### config.mk
export PLATFORM = sky130hd
export DESIGN_NAME = ptp_hw_clock
export DESIGN_NICKNAME = d
export VERILOG_FILES = /design/src/rtl/ptp_clk_pkg.sv /design/src/rtl/ptp_time_core.sv /design/src/rtl/ptp_snap_chan.sv /design/src/rtl/ptp_alarm_cmp.sv /design/src/rtl/ptp_hw_clock.sv
export SDC_FILE = /design/constraint.sdc
export NUM_CORES = 1
export LEC_CHECK = 0
export BUFFER_PORTS_ARGS = -buffer_cell sky130_fd_sc_hd__buf_2
export CORE_MARGIN = 2
export CORE_UTILIZATION = 40
export CTS_BUF_LIST = sky130_fd_sc_hd__clkbuf_16
export CTS_CLUSTER_DIAMETER = 30
export CTS_CLUSTER_SIZE = 16
export DETAILED_ROUTE_END_ITERATION = 8
export MAX_ROUTING_LAYER = met4
export PLACE_DENSITY = 0.59
export SLEW_MARGIN = 20
export SYNTH_ARGS = -nofsm -noshare
export SYNTH_HDL_FRONTEND = slang
export SYNTH_HIERARCHICAL = 1
export SYNTH_SLANG_ARGS = --single-unit
### constraint.sdc
create_clock -name clk -period 3.32 [get_ports clk]
set_clock_uncertainty 0.2 [all_clocks]
set_input_delay 0.332 -clock clk [delete_from_list [all_inputs] [get_ports clk]]
set_output_delay 0.332 -clock clk [all_outputs]
set_load 0.02 [all_outputs]
### src/rtl/ptp_clk_pkg.sv
package ptp_clk_pkg;

    localparam int DATA_W = 32;
    localparam int ADDR_W = 4;
    localparam int TIME_W = 2 * DATA_W;
    localparam int N_EVT  = 3;

    typedef enum logic [ADDR_W-1:0] {
        A_RATE     = 4'd0,
        A_TIME_LO  = 4'd1,
        A_TIME_HI  = 4'd2,
        A_ALARM_LO = 4'd3,
        A_ALARM_HI = 4'd4,
        A_EVENT    = 4'd5,
        A_MASK     = 4'd6,
        A_SCAP_LO  = 4'd7,
        A_SCAP_HI  = 4'd8,
        A_MCAP_LO  = 4'd9,
        A_MCAP_HI  = 4'd10
    } reg_addr_e;

    // bit positions are software visible
    typedef struct packed {
        logic alarm;
        logic cap_master;
        logic cap_slave;
    } evt_t;

    function automatic logic [DATA_W-1:0] lo_half(input logic [TIME_W-1:0] t);
        return t[DATA_W-1:0];
    endfunction

    function automatic logic [DATA_W-1:0] hi_half(input logic [TIME_W-1:0] t);
        return t[TIME_W-1:DATA_W];
    endfunction

endpackage

### src/rtl/ptp_time_core.sv
module ptp_time_core #(
    parameter int ACC_W  = 32,
    parameter int TIME_W = 64
) (
    input  logic              clk,
    input  logic              rst,
    input  logic [ACC_W-1:0]  rate,
    input  logic              load,
    input  logic [TIME_W-1:0] load_val,
    output logic [TIME_W-1:0] sys_time
);
    logic [ACC_W-1:0] acc;
    logic [ACC_W:0]   sum;

    assign sum = {1'b0, acc} + {1'b0, rate};

    always_ff @(posedge clk) begin
        if (rst) begin
            acc      <= '0;
            sys_time <= '0;
        end else if (load) begin
            acc      <= '0;
            sys_time <= load_val;
        end else begin
            acc <= sum[ACC_W-1:0];
            if (sum[ACC_W]) sys_time <= sys_time + 1'b1;
        end
    end

    // without a load, time moves by zero or one tick per clock
    assert_step_R2: assert property (@(posedge clk) disable iff (rst)
        !load |=> (sys_time == $past(sys_time) || sys_time == $past(sys_time) + 1'b1));

endmodule

### src/rtl/ptp_snap_chan.sv
module ptp_snap_chan #(
    parameter int TIME_W      = 64,
    parameter int SYNC_STAGES = 2
) (
    input  logic              clk,
    input  logic              rst,
    input  logic              trig_n,
    input  logic [TIME_W-1:0] sys_time,
    input  logic              clr,
    output logic              flag,
    output logic [TIME_W-1:0] snap
);
    logic [SYNC_STAGES-1:0] sync_q;
    logic                   prev_q;
    logic                   fall;
    logic                   take;

    always_ff @(posedge clk) begin
        if (rst) begin
            sync_q <= '1;
            prev_q <= 1'b1;
        end else begin
            sync_q <= {sync_q[SYNC_STAGES-2:0], trig_n};
            prev_q <= sync_q[SYNC_STAGES-1];
        end
    end

    assign fall = prev_q & ~sync_q[SYNC_STAGES-1];
    assign take = fall & ~flag;

    always_ff @(posedge clk) begin
        if (rst) begin
            flag <= 1'b0;
            snap <= '0;
        end else if (take) begin
            flag <= 1'b1;
            snap <= sys_time;
        end else if (clr) begin
            flag <= 1'b0;
        end
    end

    // a pending capture is never overwritten
    assert_hold_R6: assert property (@(posedge clk) disable iff (rst)
        flag |=> $stable(snap));

    // a new flag comes with the time of the capture cycle
    assert_capture_R5: assert property (@(posedge clk) disable iff (rst)
        $rose(flag) |-> snap == $past(sys_time));

endmodule

### src/rtl/ptp_alarm_cmp.sv
module ptp_alarm_cmp #(
    parameter int TIME_W = 64
) (
    input  logic              clk,
    input  logic              rst,
    input  logic [TIME_W-1:0] sys_time,
    input  logic [TIME_W-1:0] target,
    input  logic              clr,
    output logic              pending
);
    logic reached;
    logic reached_q;

    assign reached = (sys_time >= target);

    always_ff @(posedge clk) begin
        if (rst) begin
            reached_q <= 1'b0;
            pending   <= 1'b0;
        end else begin
            reached_q <= reached;
            if (reached && !reached_q) pending <= 1'b1;
            else if (clr)              pending <= 1'b0;
        end
    end

    // pending stays until software clears it
    assert_sticky_R8: assert property (@(posedge clk) disable iff (rst)
        pending && !clr |=> pending);

endmodule

### src/rtl/ptp_hw_clock.sv
module ptp_hw_clock
    import ptp_clk_pkg::*;
#(
    parameter logic [DATA_W-1:0] DEF_RATE    = 32'h4000_0000,
    parameter int                SYNC_STAGES = 2
) (
    input  logic              clk,
    input  logic              rst,
    input  logic              bus_rd,
    input  logic              bus_wr,
    input  logic [ADDR_W-1:0] bus_addr,
    input  logic [DATA_W-1:0] bus_wdata,
    output logic [DATA_W-1:0] bus_rdata,
    input  logic              trig_slave_n,
    input  logic              trig_master_n,
    output logic              irq
);
    localparam int N_CH = 2;

    logic [DATA_W-1:0] rate_q;
    logic [DATA_W-1:0] lo_buf;
    logic [DATA_W-1:0] hi_shadow;
    logic [TIME_W-1:0] alarm_q;
    logic [N_EVT-1:0]  mask_q;
    logic [TIME_W-1:0] sys_time;
    logic              load;
    logic [TIME_W-1:0] load_val;
    logic [N_EVT-1:0]  evt_clr;
    evt_t              evt;

    logic [N_CH-1:0]   ch_trig_n;
    logic [N_CH-1:0]   ch_flag;
    logic [TIME_W-1:0] ch_snap [N_CH];

    reg_addr_e addr;
    assign addr = reg_addr_e'(bus_addr);

    assign load     = bus_wr && (addr == A_TIME_HI);
    assign load_val = {bus_wdata, lo_buf};
    assign evt_clr  = (bus_wr && addr == A_EVENT) ? bus_wdata[N_EVT-1:0] : '0;

    always_ff @(posedge clk) begin
        if (rst) begin
            rate_q    <= DEF_RATE;
            lo_buf    <= '0;
            hi_shadow <= '0;
            alarm_q   <= '1;
            mask_q    <= '0;
        end else begin
            if (bus_rd && addr == A_TIME_LO) hi_shadow <= hi_half(sys_time);
            if (bus_wr) begin
                case (addr)
                    A_RATE:     rate_q                  <= bus_wdata;
                    A_TIME_LO:  lo_buf                  <= bus_wdata;
                    A_ALARM_LO: alarm_q[DATA_W-1:0]     <= bus_wdata;
                    A_ALARM_HI: alarm_q[TIME_W-1:DATA_W] <= bus_wdata;
                    A_MASK:     mask_q                  <= bus_wdata[N_EVT-1:0];
                    default: ;
                endcase
            end
        end
    end

    ptp_time_core #(.ACC_W(DATA_W), .TIME_W(TIME_W)) u_core (
        .clk      (clk),
        .rst      (rst),
        .rate     (rate_q),
        .load     (load),
        .load_val (load_val),
        .sys_time (sys_time)
    );

    assign ch_trig_n = {trig_master_n, trig_slave_n};

    for (genvar i = 0; i < N_CH; i++) begin : g_ch
        ptp_snap_chan #(.TIME_W(TIME_W), .SYNC_STAGES(SYNC_STAGES)) u_chan (
            .clk      (clk),
            .rst      (rst),
            .trig_n   (ch_trig_n[i]),
            .sys_time (sys_time),
            .clr      (evt_clr[i]),
            .flag     (ch_flag[i]),
            .snap     (ch_snap[i])
        );
    end

    ptp_alarm_cmp #(.TIME_W(TIME_W)) u_alarm (
        .clk      (clk),
        .rst      (rst),
        .sys_time (sys_time),
        .target   (alarm_q),
        .clr      (evt_clr[2]),
        .pending  (evt.alarm)
    );

    assign evt.cap_slave  = ch_flag[0];
    assign evt.cap_master = ch_flag[1];

    assign irq = |(evt & mask_q);

    always_comb begin
        case (addr)
            A_RATE:     bus_rdata = rate_q;
            A_TIME_LO:  bus_rdata = lo_half(sys_time);
            A_TIME_HI:  bus_rdata = hi_shadow;
            A_ALARM_LO: bus_rdata = lo_half(alarm_q);
            A_ALARM_HI: bus_rdata = hi_half(alarm_q);
            A_EVENT:    bus_rdata = {{(DATA_W-N_EVT){1'b0}}, evt};
            A_MASK:     bus_rdata = {{(DATA_W-N_EVT){1'b0}}, mask_q};
            A_SCAP_LO:  bus_rdata = lo_half(ch_snap[0]);
            A_SCAP_HI:  bus_rdata = hi_half(ch_snap[0]);
            A_MCAP_LO:  bus_rdata = lo_half(ch_snap[1]);
            A_MCAP_HI:  bus_rdata = hi_half(ch_snap[1]);
            default:    bus_rdata = '0;
        endcase
    end

    // a high-half write loads both halves in one step
    assert_atomic_R4: assert property (@(posedge clk) disable iff (rst)
        load |=> sys_time == {$past(bus_wdata), $past(lo_buf)});

    // writing zero to a set event bit keeps it
    assert_w1c_R9: assert property (@(posedge clk) disable iff (rst)
        bus_wr && addr == A_EVENT && !bus_wdata[0] && evt.cap_slave |=> evt.cap_slave);

    // no interrupt while every mask bit is clear
    assert_irq_R10: assert property (@(posedge clk) disable iff (rst)
        (mask_q == '0) |-> !irq);

endmodule

==> summary.md, run 1 <==
| Metric | Value |
|---|---|
| Outcome | complete, no violations |
| Post-synth EDFFs | 0 |
| CTS Buf Count | 104 |
| Synth top area share | 35.0% |
| H-tree depth | 3 |
| CTS sink count | 397 |
| Final setup margin | 0.0403 ns |
| Post-synthesis mux area share | 8.66% |
| Clock buffer depth | 3 |
| Int Power | 0.0121 W |
| Final Util | 50.2% |
| Sequential Area | 0.00795 sq mm |
| Setup crit end kind | flip-flop |
| Clk root buf | clkbuf_16 |
| P per Cell Area | 568 mW/mm^2 |
| Share of cells above drive strength 1 | 14.8% |
| Syn Std Cell Area | 0.0227 sq mm |
| GPL Wtd Cong | 0.956 |
| Sequential power share | 30.4% |
| PortBufs | 74 |
| Placement Cell Area | 0.0242 sq mm |
| Routed wire per std cell | 23.2 um |
| First-pass GRT wire length | 130 mm |
| Hold WC Path Type | in -> reg |
| Crit start category | flip-flop |
| Unrepaired setup endpoints after global routing | no |
| Drt total wl | 87.1 mm |
| Total negative slack | 0 ns |
| Vias/cell | 5.84 |
| Number of library cell types mapped by synthesis | 97 |
| Global-route usage over all layers | 29.6% |
| TritonRoute pass-1 iters | 6 |
| Synthesized net count | 2884 |
| Total Power | 0.0160 W |
| Post-Synth XOR/XNOR Area | 0.887% |
| Synth Instances | 2744 |
| DRC viols | 0 |
| # rows | 87 |
| Slew Limit Headroom | 36.3% |
| Synth-to-layout area growth | 24.4% |
| Logic pwr share | 6.5% |
| Syn Area/Cell | 8.28 sq um |
| Static Leak | 11.2 nW |
| Synth cell count leaders | nand2_1, dfxtp_1, nand2b_1 |
| Sw frac | 24.8% |
| Starting Density | 40.4% |
| CP Data Required Time | 3.70 ns |
| IO Pins | 75 |
| Critical path type | reg -> reg |
| Arr. time, crit path | 3.66 ns |
| Power share of the clock group | 63.1% |
| Main synth FF type | dfxtp_1 |
| Clk Latency, worst-skew pair | 0.67 ns |
| Synth Area in Simple Gates | 25.6% |
| Actual slew at the worst max-slew pin | 0.954 ns |
| Async SR Flop Fraction | 0% |
| Via count | 21.9k |
| Max-slew violation count | 0 |
| Iter 0 DRT Violations | 2139 |
| Layout Nets | 3049 |
| Fillers | 5325 |
| Min Tclk post-route | 3.28 ns |
| Endpoints failing hold | 0 |
| Fmax | 305 MHz |
| Most frequent cell after synthesis | nand2_1 |
| Yosys warnings | 6 |
| Post-route design area | 0.0282 sq mm |
| Antenna violations before repair | 1 |
| Switching Power | 0.00398 W |
| Multi-input logic area | 0.0135 sq mm |
| Synth top area cells | dfxtp_1, mux2i_1, nand2_1 |
| Final critical-path share of the clock period | 98.8% |
| Dominant cell type by area after synthesis | dfxtp_1 |
| Adder-Cell Fraction of Synth Area | 5.43% |
| CTS tree | done |
| Chip width | 242 um |
| Compound-cell area share of the yosys netlist | 18.3% |
| Pre-CTS WS | -0.0845 ns |
| Largest net degree at the start of global routing | 127 |
| Max Cap Viol | 0 |
| Register area share after synthesis | 35.0% |
| GR Overflow Total | 0 |
| Largest family of logic cells by synthesized area | simple AND/OR/NAND/NOR gates |
| Die H | 242 um |
| Die area | 0.0587 sq mm |
| Clock-pin slew on the worst setup and hold paths | 0.04 ns |
| Max VDD drop | 481 uV |
| Final ANT Viol Nets | 0 |
| Core box area | 0.0563 sq mm |
| Number of global-route vias before repair | 20.9k |
| Yosys reg bits | 397 |
| Crit path max fanout | 9 |
| Final HPWL DP | 61.2 mm |
| Setup-failing EPs final | 0 |
critical path: stages (launching register included):
cell and delay (ns):
dfxtp_1 0.57, nand4_1 0.28, nor4_1 0.68, nand3_1 0.34
nor3_1 0.42, nand4_1 0.20, nor4_1 0.20, o21ai_0 0.12
o22ai_1 0.17
cell usage in the layout (no fill, tap or decap), types with 16 or more instances in the layout:
| cell type | n |
|---|---|
| a22o_1 | 41 |
| nand3b_1 | 35 |
| a22oi_1 | 43 |
| a211o_1 | 34 |
| and2_1 | 17 |
| ha_1 | 97 |
| nor2_1 | 123 |
| and3_1 | 20 |
| nand2_1 | 450 |
| mux2i_1 | 169 |
| dfxtp_1 | 397 |
| nand3_1 | 46 |
| a31oi_1 | 18 |
| a21oi_1 | 217 |
| nand4_1 | 31 |
| clkinv_2 | 22 |
| inv_1 | 96 |
| dlygate4sd3_1 | 35 |
| a21o_1 | 16 |
| clkbuf_16 | 105 |
| nand2b_1 | 261 |
| nor2b_1 | 44 |
| buf_2 | 73 |
| nor3_1 | 22 |
| o21ai_0 | 90 |
| buf_4 | 123 |
path summary, 6_finish.rpt:
kind	from	to	slack [ns]	cells after the start
min	bus_wr	mask_q[1]	0.15	4
max	u_core/sys_time[14]	u_core/sys_time[63]	0.04	8
min reg2reg	g_ch[1].u_chan/sync_q[0]	g_ch[1].u_chan/sync_q[1]	0.20	1
max reg2reg	u_core/sys_time[14]	u_core/sys_time[63]	0.04	8
registers in the layout (all words and copies together), names as in the netlist:
signal              count
alarm_q                64
g_ch.u_chan/flag        2
g_ch.u_chan/prev_q      2
g_ch.u_chan/snap      128
g_ch.u_chan/sync_q      4
hi_shadow              32
lo_buf                 32
mask_q                  3
rate_q                 32
u_alarm/pending         1
u_alarm/reached_q       1
u_core/acc             32
u_core/sys_time        64
final cells by class:
cell class | count | share of cell area [%]
antenna | 1 | 0.00886
clock buffer | 104 | 9.22
clock inverter | 88 | 3.42
inverter | 84 | 1.12
multi-input combinational | 2073 | 47.7
sequential | 397 | 28.1
tap | 756 | 3.35
timing repair buffer | 249 | 7.06
cell families (layout without fill, tap and decap cells):
kind of cell	count (synthesis)	count (layout)
multiplexers	184	184
AND/OR/NAND/NOR	1139	1139
adder cells (fa/ha/maj)	98	98
buffers and inverters	274	525
flip-flops	397	397
other	0	1
AO/OA/AOI/OAI	629	629
XOR/XNOR	23	23
power groups by stage:
stage | clock network, W | logic [W] | registers [W]
after CTS | 0.0102 | 0.00101 | 0.00488
final | 0.0101 | 0.00104 | 0.00488
after global placement | 0 | 0.000965 | 0.00496
after global routing | 0.0105 | 0.00109 | 0.00488
after floorplan | 0 | 0.000614 | 0.00494
after detailed placement | 0 | 0.000974 | 0.00497
timing repair:
| item | 4_1_cts | 5_1_grt |
|---|---|---|
| endpoints found under the hold margin | 169 | 0 |
| endpoints found under the setup margin | 41 | 68 |
| gates resized for setup | 2 | 12 |
| cloned | 0 | 1 |
| hold buffers | 35 | 0 |
| pin swaps | 0 | 3 |
| buffers inserted | 0 | 1 |
layer usage:
layer  routed length [um]  global-route usage (%)  vias to the layer above
met5                    0                       -                        -
met4                 2530                    10.3                        0
met3                 7240                    4.61                      155
met2                38500                    44.9                     1041
met1                38800                    40.1                    10700
li1                     -                       -                    10000
stage by stage:
step,hold WS (ns),cells
final,0.148,3752
after global routing,0.150,3752
after CTS,0.105,3749
after detailed placement,0.189,3522
after global placement,0.206,3522
after floorplan,0.183,2744
No activity file was read; power rests on OpenSTA's default activity.
==> inputs of run 2 (changes only) <==
--- a/config.mk
+++ b/config.mk
@@ -6,14 +6,13 @@
 export NUM_CORES = 1
 export LEC_CHECK = 0
 export BUFFER_PORTS_ARGS = -buffer_cell sky130_fd_sc_hd__buf_2
-export CORE_MARGIN = 2
 export CORE_UTILIZATION = 40
 export CTS_BUF_LIST = sky130_fd_sc_hd__clkbuf_16
 export CTS_CLUSTER_DIAMETER = 30
 export CTS_CLUSTER_SIZE = 16
 export DETAILED_ROUTE_END_ITERATION = 8
 export MAX_ROUTING_LAYER = met4
-export PLACE_DENSITY = 0.59
+export PLACE_DENSITY = 0.63
 export SLEW_MARGIN = 20
 export SYNTH_ARGS = -nofsm -noshare
 export SYNTH_HDL_FRONTEND = slang
==> summary.md, run 2 (synthesis gave the netlist of run 1 again) <==
| Metric | Value |
|---|---|
| Most common cell after layout, fill and taps aside | nand2_1 |
| Slew Limit Headroom | 34.1% |
| CP Data Required Time | 3.66 ns |
| Clock-pin slew on the worst setup and hold paths | 0.05 ns |
| Total Power | 0.0163 W |
| PortBufs | 74 |
| Total negative slack | 0 ns |
| Crit path max fanout | 36 |
| Max FFs per register | 128 |
| Max Cap Viol | 0 |
| Largest Register | g_ch.u_chan/snap |
| H-tree depth | 3 |
| Largest regs | g_ch.u_chan/snap x128, alarm_q x64, u_core/sys_time x64 |
| Hold WC Path Type | in -> reg |
| Core box area | 0.0556 sq mm |
| CTS Buf Count | 107 |
| Max-slew violation count | 0 |
| Final ANT Viol Nets | 0 |
| Routed wire per std cell | 22.9 um |
| Static Leak | 11.2 nW |
| Clk root buf | clkbuf_16 |
| Crit start category | flip-flop |
| GPL Wtd Cong | 1.00 |
| Actual slew at the worst max-slew pin | 0.986 ns |
| Setup crit end kind | flip-flop |
| Final critical-path share of the clock period | 94.1% |
| Number of diodes | 0 |
| Vias/cell | 5.93 |
| Arr. time, crit path | 3.47 ns |
| Layout Nets | 3044 |
| Fmax | 320 MHz |
| # rows | 86 |
| Max VDD drop | 409 uV |
| Share of cells above drive strength 1 | 14.7% |
| Antenna violations before repair | 1 |
| Final Util | 50.7% |
| Final HPWL DP | 60.8 mm |
| Hold_ws | 0.161 ns |
| Setup-failing EPs final | 0 |
| Chip width | 240 um |
| CTS tree | done |
| First-pass GRT wire length | 129 mm |
| Met3 wire length | 8.69 mm |
| WL met2 | 37.7 mm |
| M1 wire length | 36.9 mm |
| Outcome | complete, no violations |
| Global-route usage over all layers | 30.4% |
| Starting Density | 40.8% |
| Number of global-route vias before repair | 21.4k |
| Die H | 240 um |
| Min Tclk post-route | 3.13 ns |
| Iter 0 DRT Violations | 2225 |
| P per Cell Area | 577 mW/mm^2 |
| Clk Latency, worst-skew pair | 0.66 ns |
| CTS sink count | 397 |
| Critical path type | reg -> reg |
| Clock buffer depth | 3 |
| Most frequent cells in the layout | nand2_1, dfxtp_1, nand2b_1, a21oi_1, mux2i_1 |
| Synth-to-layout area growth | 24.1% |
| Endpoints failing hold | 0 |
| Drt total wl | 85.8 mm |
| Largest net degree at the start of global routing | 179 |
| Via count | 22.2k |
| GR Overflow Total | 0 |
| Die area | 0.0577 sq mm |
| Unrepaired setup endpoints after global routing | no |
| DRC viols | 0 |
| DR top layer | met4 |
| TritonRoute pass-1 iters | 6 |
| IO Pins | 75 |
## run 2: cell types whose count changed in the layout (fill, tap and decap cells not counted), moves of 3 or more
cell / before / now
buf_4: 123 / 116
clkinvlp_4: 12 / 15
inv_1: 96 / 90
clkinv_1: 14 / 20
clkbuf_16: 105 / 108
o31ai_1: 14 / 17
clkinv_2: 22 / 27
clkinv_16: 4 / 0
## run 2: per-stage QoR
step / setup WS, ns / std cells / area (sq um)
after global routing: 0.00102 / 3746 / 28200
final: 0.195 / 3746 / 28200
after CTS: 0.114 / 3744 / 28100
after floorplan: 0.298 / 2744 / 22700
after detailed placement: 0.121 / 3504 / 24100
after global placement: 0.120 / 3504 / 24100
## run 2: path summary, 6_finish.rpt
kind | start | to | slack [ns] | depth (start not counted)
max reg2reg | rate_q[14] | u_core/sys_time[62] | 0.19 | 12
min reg2reg | g_ch[1].u_chan/sync_q[0] | g_ch[1].u_chan/sync_q[1] | 0.21 | 1
min | bus_wr | mask_q[1] | 0.16 | 4
max | rate_q[14] | u_core/sys_time[62] | 0.19 | 12
## run 2: what timing repair did
item,in CTS,in global routing
hold buffers,37,0
endpoints found under the hold margin,167,0
resized for setup,0,6
buffers inserted,0,2
endpoints found under the setup margin,0,58
## run 2: final cells by class
| type | instances | area [sq um] |
|---|---|---|
| Timing Repair Buffer | 241 | 1900 |
| Sequential cell | 397 | 7950 |
| Fill cell | 5264 | 27400 |
| Tap cell | 748 | 936 |
| Inverter | 84 | 315 |
| Multi-Input combinational cell | 2073 | 13400 |
| Clock buffer | 108 | 2700 |
| Clock inverter | 95 | 947 |
## run 2: worst max-delay path, cell delays in order (launching register included)
cell,delay [ns]
dfxtp_1,0.34
ha_1,0.40
nand2_1,0.10
o21bai_1,0.20
a2111oi_1,0.12
buf_4,0.15
o31ai_1,0.26
a31oi_2,0.08
buf_4,0.16
o31ai_4,0.30
buf_12,0.25
o21ai_0,0.15
a31o_2,0.27
## run 2: power breakdown
part           switching, W  internal [W]
combinational      0.000657      0.000370
sequential        0.0000459       0.00483
clock               0.00331       0.00705
total               0.00401        0.0123
## run 2: per-layer routing
layer | GRT usage (%) | up-vias
met5 | - | -
met4 | 10.5 | 0
met3 | 6.96 | 169
met2 | 45.2 | 1143
met1 | 40.4 | 10800
li1 | - | 10100
